[config.mk]
export PLATFORM = sky130hd
export DESIGN_NAME = flash_xip_reader
export DESIGN_NICKNAME = d
export VERILOG_FILES = /design/src/rtl/flash_xip_reader.sv
export SDC_FILE = /design/constraint.sdc
export NUM_CORES = 1
export LEC_CHECK = 0
export ABC_AREA = 1
export BUFFER_PORTS_ARGS = -buffer_cell sky130_fd_sc_hd__buf_2
export CORE_MARGIN = 2
export CORE_UTILIZATION = 30
export DETAILED_ROUTE_END_ITERATION = 16
export PLACE_DENSITY = 0.46
export SLEW_MARGIN = 20
export SYNTH_ARGS = -nofsm -noshare
export SYNTH_HDL_FRONTEND = slang
export SYNTH_SLANG_ARGS = --single-unit
[constraint.sdc]
create_clock -name clk -period 4.4 [get_ports clk]
set_clock_uncertainty 0.05 [all_clocks]
set_input_delay 0.44 -clock clk [delete_from_list [all_inputs] [get_ports clk]]
set_output_delay 0.44 -clock clk [all_outputs]
set_load 0.01 [all_outputs]
[src/rtl/flash_xip_reader.sv]
module flash_xip_reader #(
  parameter int AW   = 24,
  parameter int CSHW = 4
) (
  input  logic            clk,
  input  logic            rst_n,
  input  logic            reg_wr,
  input  logic            reg_sel,
  input  logic [31:0]     reg_wdata,
  input  logic            cfg_dual,
  input  logic [CSHW-1:0] cfg_csh,
  output logic            stat_ready,
  output logic            stat_rst_busy,
  input  logic            win_req,
  input  logic [AW-1:0]   win_addr,
  input  logic [1:0]      win_size,
  output logic            win_ack,
  output logic            win_err,
  output logic [31:0]     win_rdata,
  output logic            fl_sck,
  output logic            fl_cs_n,
  output logic [3:0]      fl_io_o,
  output logic [3:0]      fl_io_oe,
  input  logic [3:0]      fl_io_i
);

  localparam int CW  = 7;
  localparam int SHW = 40;

  typedef enum logic [1:0] {S_IDLE, S_CMD, S_DUMMY, S_DATA} st_t;

  st_t              st;
  logic [15:0]      tmpl;
  logic             ready, rst_pend, ph, ack_q, err_q;
  logic [SHW-1:0]   sh;
  logic [31:0]      din, din_nx, rdata_q, a32;
  logic [CW-1:0]    cnt, dclk;
  logic [2:0]       dmy, lanes, nby;
  logic [CSHW-1:0]  gap;

  logic [7:0]    t_op;
  logic [2:0]    t_frm, t_dmy, nab, req_n, req_lanes;
  logic [1:0]    t_fld;
  logic [2:0]    w_frm;
  logic          w_ok;
  logic [CW-1:0] cmd_clks, req_dclk;
  logic          unused_bits;

  assign t_op   = tmpl[15:8];
  assign t_frm  = tmpl[7:5];
  assign t_fld  = tmpl[4:3];
  assign t_dmy  = tmpl[2:0];
  assign nab    = t_frm - 3'd1;
  assign w_frm  = reg_wdata[23:21];
  assign w_ok   = (w_frm >= 3'd2) && (w_frm <= 3'd5);
  assign unused_bits = ^{reg_wdata[15:5], reg_wdata[3:0]};

  assign req_n     = (win_size == 2'd0) ? 3'd1 : (win_size == 2'd1) ? 3'd2 : 3'd4;
  assign req_lanes = (t_fld == 2'd1) ? (cfg_dual ? 3'd2 : 3'd4) : 3'd1;
  assign cmd_clks  = CW'(8) + CW'({nab, 3'b000});
  assign a32       = 32'(win_addr);

  always_comb begin
    case (req_lanes)
      3'd2:    req_dclk = CW'({req_n, 2'b00});
      3'd4:    req_dclk = CW'({req_n, 1'b0});
      default: req_dclk = CW'({req_n, 3'b000});
    endcase
  end

  always_comb begin
    case (lanes)
      3'd2:    din_nx = {din[29:0], fl_io_i[1:0]};
      3'd4:    din_nx = {din[27:0], fl_io_i};
      default: din_nx = {din[30:0], fl_io_i[1]};
    endcase
  end

  function automatic logic [31:0] pack_le(input logic [31:0] r, input logic [2:0] n);
    logic [31:0] o;
    o = '0;
    for (int k = 0; k < 4; k++)
      if (k < int'(n)) o[k*8 +: 8] = 8'(r >> (8 * (int'(n) - 1 - k)));
    return o;
  endfunction

  always_ff @(posedge clk or negedge rst_n) begin
    if (!rst_n) begin
      st <= S_IDLE; tmpl <= '0; ready <= 1'b0; rst_pend <= 1'b0;
      ph <= 1'b0; fl_cs_n <= 1'b1; sh <= '0; din <= '0; cnt <= '0;
      dmy <= '0; lanes <= 3'd1; nby <= 3'd1; dclk <= '0; gap <= '0;
      ack_q <= 1'b0; err_q <= 1'b0; rdata_q <= '0;
    end else begin
      ack_q <= 1'b0;
      err_q <= 1'b0;
      if (reg_wr && !reg_sel) begin
        tmpl  <= reg_wdata[31:16];
        ready <= w_ok;
      end
      if (reg_wr && reg_sel && reg_wdata[4]) rst_pend <= 1'b1;
      if (gap != '0) gap <= gap - 1'b1;
      case (st)
        S_IDLE: begin
          if (rst_pend) begin
            ready    <= 1'b0;
            rst_pend <= 1'b0;
          end else if (win_req && !ack_q) begin
            if (!ready) begin
              ack_q   <= 1'b1;
              err_q   <= 1'b1;
              rdata_q <= '0;
            end else if (gap == '0) begin
              st      <= S_CMD;
              fl_cs_n <= 1'b0;
              ph      <= 1'b0;
              sh      <= {t_op, a32 << {3'd4 - nab, 3'b000}};
              cnt     <= cmd_clks;
              dmy     <= t_dmy;
              lanes   <= req_lanes;
              nby     <= req_n;
              dclk    <= req_dclk;
              din     <= '0;
            end
          end
        end
        default: begin
          if (!ph) ph <= 1'b1;
          else begin
            ph  <= 1'b0;
            cnt <= cnt - 1'b1;
            if (st == S_CMD) begin
              sh <= sh << 1;
              if (cnt == CW'(1)) begin
                if (dmy != 3'd0) begin
                  st  <= S_DUMMY;
                  cnt <= CW'({dmy, 3'b000});
                end else begin
                  st  <= S_DATA;
                  cnt <= dclk;
                end
              end
            end else if (st == S_DUMMY) begin
              if (cnt == CW'(1)) begin
                st  <= S_DATA;
                cnt <= dclk;
              end
            end else begin
              din <= din_nx;
              if (cnt == CW'(1)) begin
                st      <= S_IDLE;
                fl_cs_n <= 1'b1;
                gap     <= cfg_csh;
                ack_q   <= 1'b1;
                rdata_q <= pack_le(din_nx, nby);
              end
            end
          end
        end
      endcase
    end
  end

  assign stat_ready    = ready;
  assign stat_rst_busy = rst_pend;
  assign win_ack       = ack_q;
  assign win_err       = err_q;
  assign win_rdata     = rdata_q;
  assign fl_sck        = ph;
  assign fl_io_o       = {3'b000, sh[SHW-1]};
  assign fl_io_oe      = {3'b000, st == S_CMD};

  logic [CSHW:0] hi_cnt;
  logic          had_xfer;
  always_ff @(posedge clk or negedge rst_n) begin
    if (!rst_n) begin
      hi_cnt   <= '0;
      had_xfer <= 1'b0;
    end else begin
      if (!fl_cs_n) begin
        hi_cnt   <= '0;
        had_xfer <= 1'b1;
      end else if (hi_cnt != '1) hi_cnt <= hi_cnt + 1'b1;
    end
  end

  AST_SCK_IDLE: assert property (@(posedge clk) disable iff (!rst_n)
    fl_cs_n |-> !fl_sck);
  AST_ACK_PULSE: assert property (@(posedge clk) disable iff (!rst_n)
    win_ack |=> !win_ack);
  AST_ERR_ZERO: assert property (@(posedge clk) disable iff (!rst_n)
    win_err |-> (win_ack && win_rdata == '0));
  AST_START_READY: assert property (@(posedge clk) disable iff (!rst_n)
    $fell(fl_cs_n) |-> $past(stat_ready));
  AST_DRIVE_SELECTED: assert property (@(posedge clk) disable iff (!rst_n)
    (fl_io_oe != 4'h0) |-> !fl_cs_n);
  AST_CS_GAP: assert property (@(posedge clk) disable iff (!rst_n)
    (had_xfer && $fell(fl_cs_n)) |-> (hi_cnt >= {1'b0, cfg_csh} + 1'b1));
  AST_RST_DONE: assert property (@(posedge clk) disable iff (!rst_n)
    $fell(stat_rst_busy) |-> !stat_ready);
  AST_RST_WAIT: assert property (@(posedge clk) disable iff (!rst_n)
    (stat_rst_busy && !fl_cs_n) |=> stat_rst_busy);

endmodule

---- Word level (Yosys, flattened, before mapping) ----
Index checks and enable logic that the tools add are counted.
word-level totals
  bits in registers ....................... 154
  bits of input ports ..................... 72
  output and inout port bits .............. 46
  logic and storage cells ................. 165
cells by class
  add/subtract/negate cells ............... 9
  $lt $le $gt $ge ......................... 6
  eq/ne operators ......................... 16
  shift operators ......................... 5
  multiplexer cells ....................... 88
  bitwise gates (word level) .............. 1
  reductions and logical operators ........ 23
operator list
  cell                                                                   count
  40-bit two-way mux                                                     7
  32-bit two-way mux                                                     8
  31-bit two-way mux                                                     8
  32-bit by 32-bit right shift with 8-bit output                         4
  7-bit two-way mux                                                      11
  32-bit one-hot mux with 2 select lines                                 1
  8-bit two-way mux                                                      4
  24-bit by 6-bit left shift with 32-bit output                          1
  1-bit two-way mux                                                      27
  4-bit two-way mux                                                      6
  2-bit two-way mux                                                      11
  7-bit AND reduction                                                    2
  3-bit two-way mux                                                      4
  6-bit one-hot mux with 2 select lines                                  1
  6-bit AND reduction                                                    2
  2-bit inequality test, second input constant                           5
  5-bit AND reduction                                                    2
  4-bit by 3-bit subtractor with 5-bit output, second input constant     2
  8-bit AND reduction                                                    1
  4-bit by 6-bit adder with 7-bit output, first input constant           1
  7-bit by 1-bit equality test with 1-bit output, second input constant  1
  7-bit by 1-bit subtractor with 7-bit output, second input constant     1
  2-bit by 1-bit equality test with 1-bit output, second input constant  3
  3-bit by 2-bit equality test with 1-bit output, second input constant  2
  21 further kinds                                                       33

---- Longest topological paths before layout ----
  word-level depth ........................ 9
  gate-level depth with buffers ........... 14
  mapped depth without buffers ............ 12

---- Least setup slack after synthesis ----
No wires, ideal clock.
  path kind ............................... register -> register
  from .................................... reg nby[0]
  to ...................................... reg rdata_q[16] (netlist: win_rdata[16])
  library setup time ...................... 0.065 ns
  arrival time ............................ 2.798 ns
  data required time ...................... 4.285 ns
  path slack .............................. 1.487 ns
  cell stages (with the launch flop) ...... 14
  buffers on the path ..................... 4
  clock period less this slack ............ 2.913 ns
  cells stage by stage .................... dfstp_2 > buf_2 > inv_2 > clkbuf_1 > ha_1 > buf_2 > clkinv_1 > clkbuf_1 > ha_1 > nor3_1 > nand3_1 > nor2_4 > nand3_1 > nand2_1
between the ends
  word-level cells in the longest chain between the ends .. 9
  elaborated cells on any way between the ends .. 10
  those cells by class .................... add/sub (2); order compare (1); shift (1); mux (6)
RTL lines
  what                                            RTL line  text
  start: declaration                              38        logic [2:0] dmy, lanes, nby;
  start signal: assignment                        120       nby <= req_n;
  3-bit by 1-bit subtractor with 4-bit output     83        if (k < int'(n)) o[k*8 +: 8] = 8'(r >> (8 * (int'(n) - 1 - k)));
  4-bit by 3-bit subtractor with 5-bit output     83
  32-bit by 32-bit right shift with 8-bit output  83
  8-bit two-way mux (*)                           83
  32-bit two-way mux (*)                          149       if (cnt == CW'(1)) begin
  32-bit two-way mux (*)                          142       end else if (st == S_DUMMY) begin
  32-bit two-way mux (*)                          131       if (st == S_CMD) begin
  32-bit two-way mux (*)                          127       if (!ph) ph <= 1'b1;
  32-bit two-way mux (*)                          102       case (st)
  end signal: assignment                          154       rdata_q <= pack_le(din_nx, nby);
  end: declaration                                36        logic [31:0] din, din_nx, rdata_q, a32;
Mark *: on every way between the ends. The rest lies on a longest branch, timed or not. The select of a mux whose other input is x is not followed.
A chain may end at the register's enable or synchronous reset.

---- Worst setup path in the final report ----
  from .................................... reg st[0]
  to ...................................... reg rdata_q[24] (netlist: win_rdata[24])
between the ends
  word-level cells in the longest chain between the ends .. 3
  elaborated cells on any way between the ends .. 12
  those cells by class .................... eq/ne (7); mux (1); reduce/logical (4)
RTL lines
  what                                                                                RTL line  text
  start: declaration                                                                  32        st_t st;
  start signal: assignment                                                            89        st <= S_IDLE; tmpl <= '0; ready <= 1'b0; rst_pend <= 1'b0;
  start signal: assignment                                                            113       st <= S_CMD;
  start signal: assignment                                                            135       st <= S_DUMMY;
  2-bit equality test (tied with other cells)                                         142
  2-bit by 1-bit inequality test with 1-bit output (no line) (tied with other cells)  -
  7-bit AND reduction (no line)                                                       -
Parallel ways exist; a longest one is shown, timed or not.

==> run_results.csv <==
group,metric,value,unit
synth,synth-main-ff-cell,"dfrtp_1",
synth,synth_cell_type_count,41,
route,wl_per_cell,16.5,um
cts,cts_buffer_depth,2,
finish,layout.area.seq,3810,sq um
global_routing,total_global_routing_overflow,0,
cts,holdBufCountCts,0,
critical_path,critical_path.slowest_cell,"nand4_4",
power,static_leak,5.34,nW
placed_design,port_buffers,96,
placed_design,placement.setup.worst_slack,1.34,ns
synth,synth-seq-area-share,40.6,%
critical_path,worst_ep_arrival_time,3.32,ns
placed_design,place.detailed.hpwl,20400,um
synth,synthesis.area,9380,sq um
sta,final_period_minus_worst_setup_slack,3.00,ns
die,initial_utilization,30.6,%
die,core_region_area,30700,sq um
route,antenna_violating_nets_remaining,0,
sta,rsz_0062_raised_after_global_routing,"false",
finish,final_layout_size_suffix_gt1_share,13.1,%
synth,synth-edff-count,0,
cts,cts_max_level,4,
global_routing,first_global_vias,8822,
placed_design,globalplace.congestion,0.845,
critical_path,setup.worst_path.start_class,"flop",
synth,number_of_instances_in_the_synthesized_netlist,1331,
sta,whs,-0.0124,ns
run_status,outcome,"finished with violations",
route,drt_iter0_drc,684,
power,power.density,314,nW/um^2
synth,syn_area_per_cell,7.04,sq um
sta,slew_worst_pin,0.926,ns
cts,worst_setup_hold_path_clk_slew,0.07,ns
sta,slew_headroom,38.2,%
route,final_routed_drc_violation_total,0,
sta,setup_slack,1.40,ns
cts,cts_tree,"yes",
sta,timing.final.crit_share,68.2,%
finish,fill_cell_count,3341,
synth,synth_area_leader_cell,"dfrtp_1",
run_status,failed_checks,"hold timing",
die,die_h,181,um
die,ios,118,
synth,ys_async_sr_fraction,100,%
route,drt-vias-per-instance,5.04,
cts,clkLatencyLatePin,0.45,ns
critical_path,timing.setup.critical_path_class,"flop to flop",
finish,finalInstanceArea,10700,sq um
cts,post_cts_buffers,0,
synth,ys_warn_count,0,
sta,tns,0,ns
critical_path,cp-end-kind,"flop",
global_routing,grt_max_degree,93,
route,finalWirelength,29600,um
synth,synth.ff_latch_count,152,
sta,timing.fmax,333,MHz
finish,nets,1476,
sta,final-setup-viol-count,0,
worst_hold_path,worstHoldPathType,"input pin to async pin",
synth,synthDominantCellAreaShare,39.8,%
global_routing,grt_first_pass_wirelength,48700,um
die,die_width,181,um
finish,syn_to_final_growth,14.0,%
critical_path,critPathMaxFanout,36,
cts,cts.root.buffer_cell,"clkbuf_16",
cts,cts_inserted_buffers,17,
critical_path,delay_contributed_by_the_slowest_stage_of_the_critical_path,0.56,ns
synth,cell_with_the_most_instances_after_synthesis,"nand2_1",
finish,antenna_cells,0,
sta,report.final.hold_viol_count,4,
die,die_area,32700,sq um
synth,synthTopCellsByArea,"dfrtp_1 40%, nand2_1 15%, nand3_1 11%",
die,std_cell_rows,64,
route,dr_total_vias,9055,
sta,slew_viol_final,0,
global_routing,grt_antenna_before_repair,1,
critical_path,depth_of_the_most_critical_reg_to_reg_path,9,
run,maxCapViolations,0,
critical_path,crit_path_cell_trace,"inv_1, ha_1, buf_4, nor2_1, nor2_1, nand4_4, nor2_4, nand3_1, nand2_1",
cts,cts-resized-gates,0,
global_routing,grt_usage,18.5,%
synth,yosys-top-cells-count,"386 x nand2_1, 197 x nand3_1, 149 x dfrtp_1",
critical_path,dominant_cell_type_by_count_on_the_critical_path,"nor2_1",
cts,clkSinkCount,152,
power,power.ir.vdd_worst,0.288,mV
placed_design,dpl-instance-area,10100,sq um
route,detailedRoute.firstPassIterationCount,5,
finish,multi_input_area,4770,sq um
critical_path,cp_data_required_time,4.72,ns
[power by group]
part	internal, mW	total (mW)	switching [mW]
combinational	0.133	0.399	0.267
sequential	1.45	1.49	0.0449
clock	0.795	1.46	0.666
[sequential cells by signal, indices dropped and copies added, names as in the netlist, 3 cells and up]
signal     flops
dclk           5
nby            3
gap            4
dmy            3
sh            40
din           31
lanes          3
cnt            7
tmpl          16
win_rdata     32
[final cells by class]
type,instances,share of cell area [%]
clock buffers,18,4.11
clock inverters,14,1.17
inverters,108,3.82
multi-input cells,991,44.6
flip-flops and latches,152,35.6
well taps,396,4.64
repair buffers,117,6.03
[worst max-delay path: cells and delay by family (launching register included)]
family                     cells  cell delay, ns
and+or+nand+nor                6            1.54
buffers and inverters          2            0.52
DFF                            1            0.42
adders and majority gates      1            0.35
[final timing paths]
| check | startpoint | end | slack, ns |
|---|---|---|---|
| max | st[0]$_DFFE_PN0P_ | win_rdata[24]$_DFFE_PN0P_ | 1.40 |
| min | rst_n | din[4]$_DFFE_PN0P_ | -0.01 |
| max reg2reg | st[0]$_DFFE_PN0P_ | win_rdata[24]$_DFFE_PN0P_ | 1.40 |
| min reg2reg | tmpl[12]$_DFFE_PN0P_ | tmpl[12]$_DFFE_PN0P_ | 0.42 |
| max in group asynchronous | rst_n | nby[0]$_DFFE_PN1P_ | 3.25 |
| min in group clk | reg_wdata[19] | tmpl[3]$_DFFE_PN0P_ | 0.14 |
[kinds of logic after synthesis]
group,after synthesis,synth area share (%)
xor gates and xnor gates,7,0.814
buffers and inverters,193,8.78
adders and majority gates,17,2.27
DFF,152,40.6
other,1,0.0400
AOI/OAI and AO/OA,233,13.1
and+or+nand+nor,728,34.4
[metrics by stage]
step / hold slack, ns / util [%] / total power, mW / instances
after floorplan: 0.0944 / - / 1.78 / 1336
after global placement: 0.403 / 33.0 / 1.92 / 1764
after global routing: 0.0919 / 34.8 / 3.52 / 1796
after detailed placement: 0.408 / 33.0 / 1.92 / 1764
final: -0.0124 / 34.8 / 3.35 / 1796
after CTS: 0.0847 / 34.8 / 3.39 / 1796
[layout by cell type, fill, tap and decap left out, types with 2 or more instances in the layout]
master,netlist,layout
conb_1,1,6
nand3_1,197,197
o21ai_0,105,105
nand4_1,39,39
inv_1,101,101
a22oi_1,2,2
nor2_2,2,3
clkinvlp_4,0,6
nand2_2,5,5
xor2_1,5,5
or2_2,3,3
a31oi_1,7,7
buf_2,34,95
ha_1,17,17
nor2_1,75,74
buf_4,14,21
a21oi_1,86,86
clkbuf_16,0,17
inv_2,4,4
o22ai_1,7,7
nor2_4,9,9
clkinv_1,2,2
nand3b_1,2,2
dfstp_2,3,3
o21ai_1,11,11
clkinv_2,0,3
inv_6,0,3
o211ai_1,10,10
nand2_1,386,386
dfrtp_1,149,149
xor2_2,2,2
nor3_1,6,6
[per-layer routing]
metal / vias to the layer above / GRT usage [%] / wire length [um]
met5: - / 0 / 12
met2: 239 / 29.4 / 13700
met1: 4276 / 25.5 / 14000
li1: 4501 / - / -
met3: 37 / 2.64 / 1220
met4: 2 / 6.61 / 676
(Power assumes the default switching activity.)
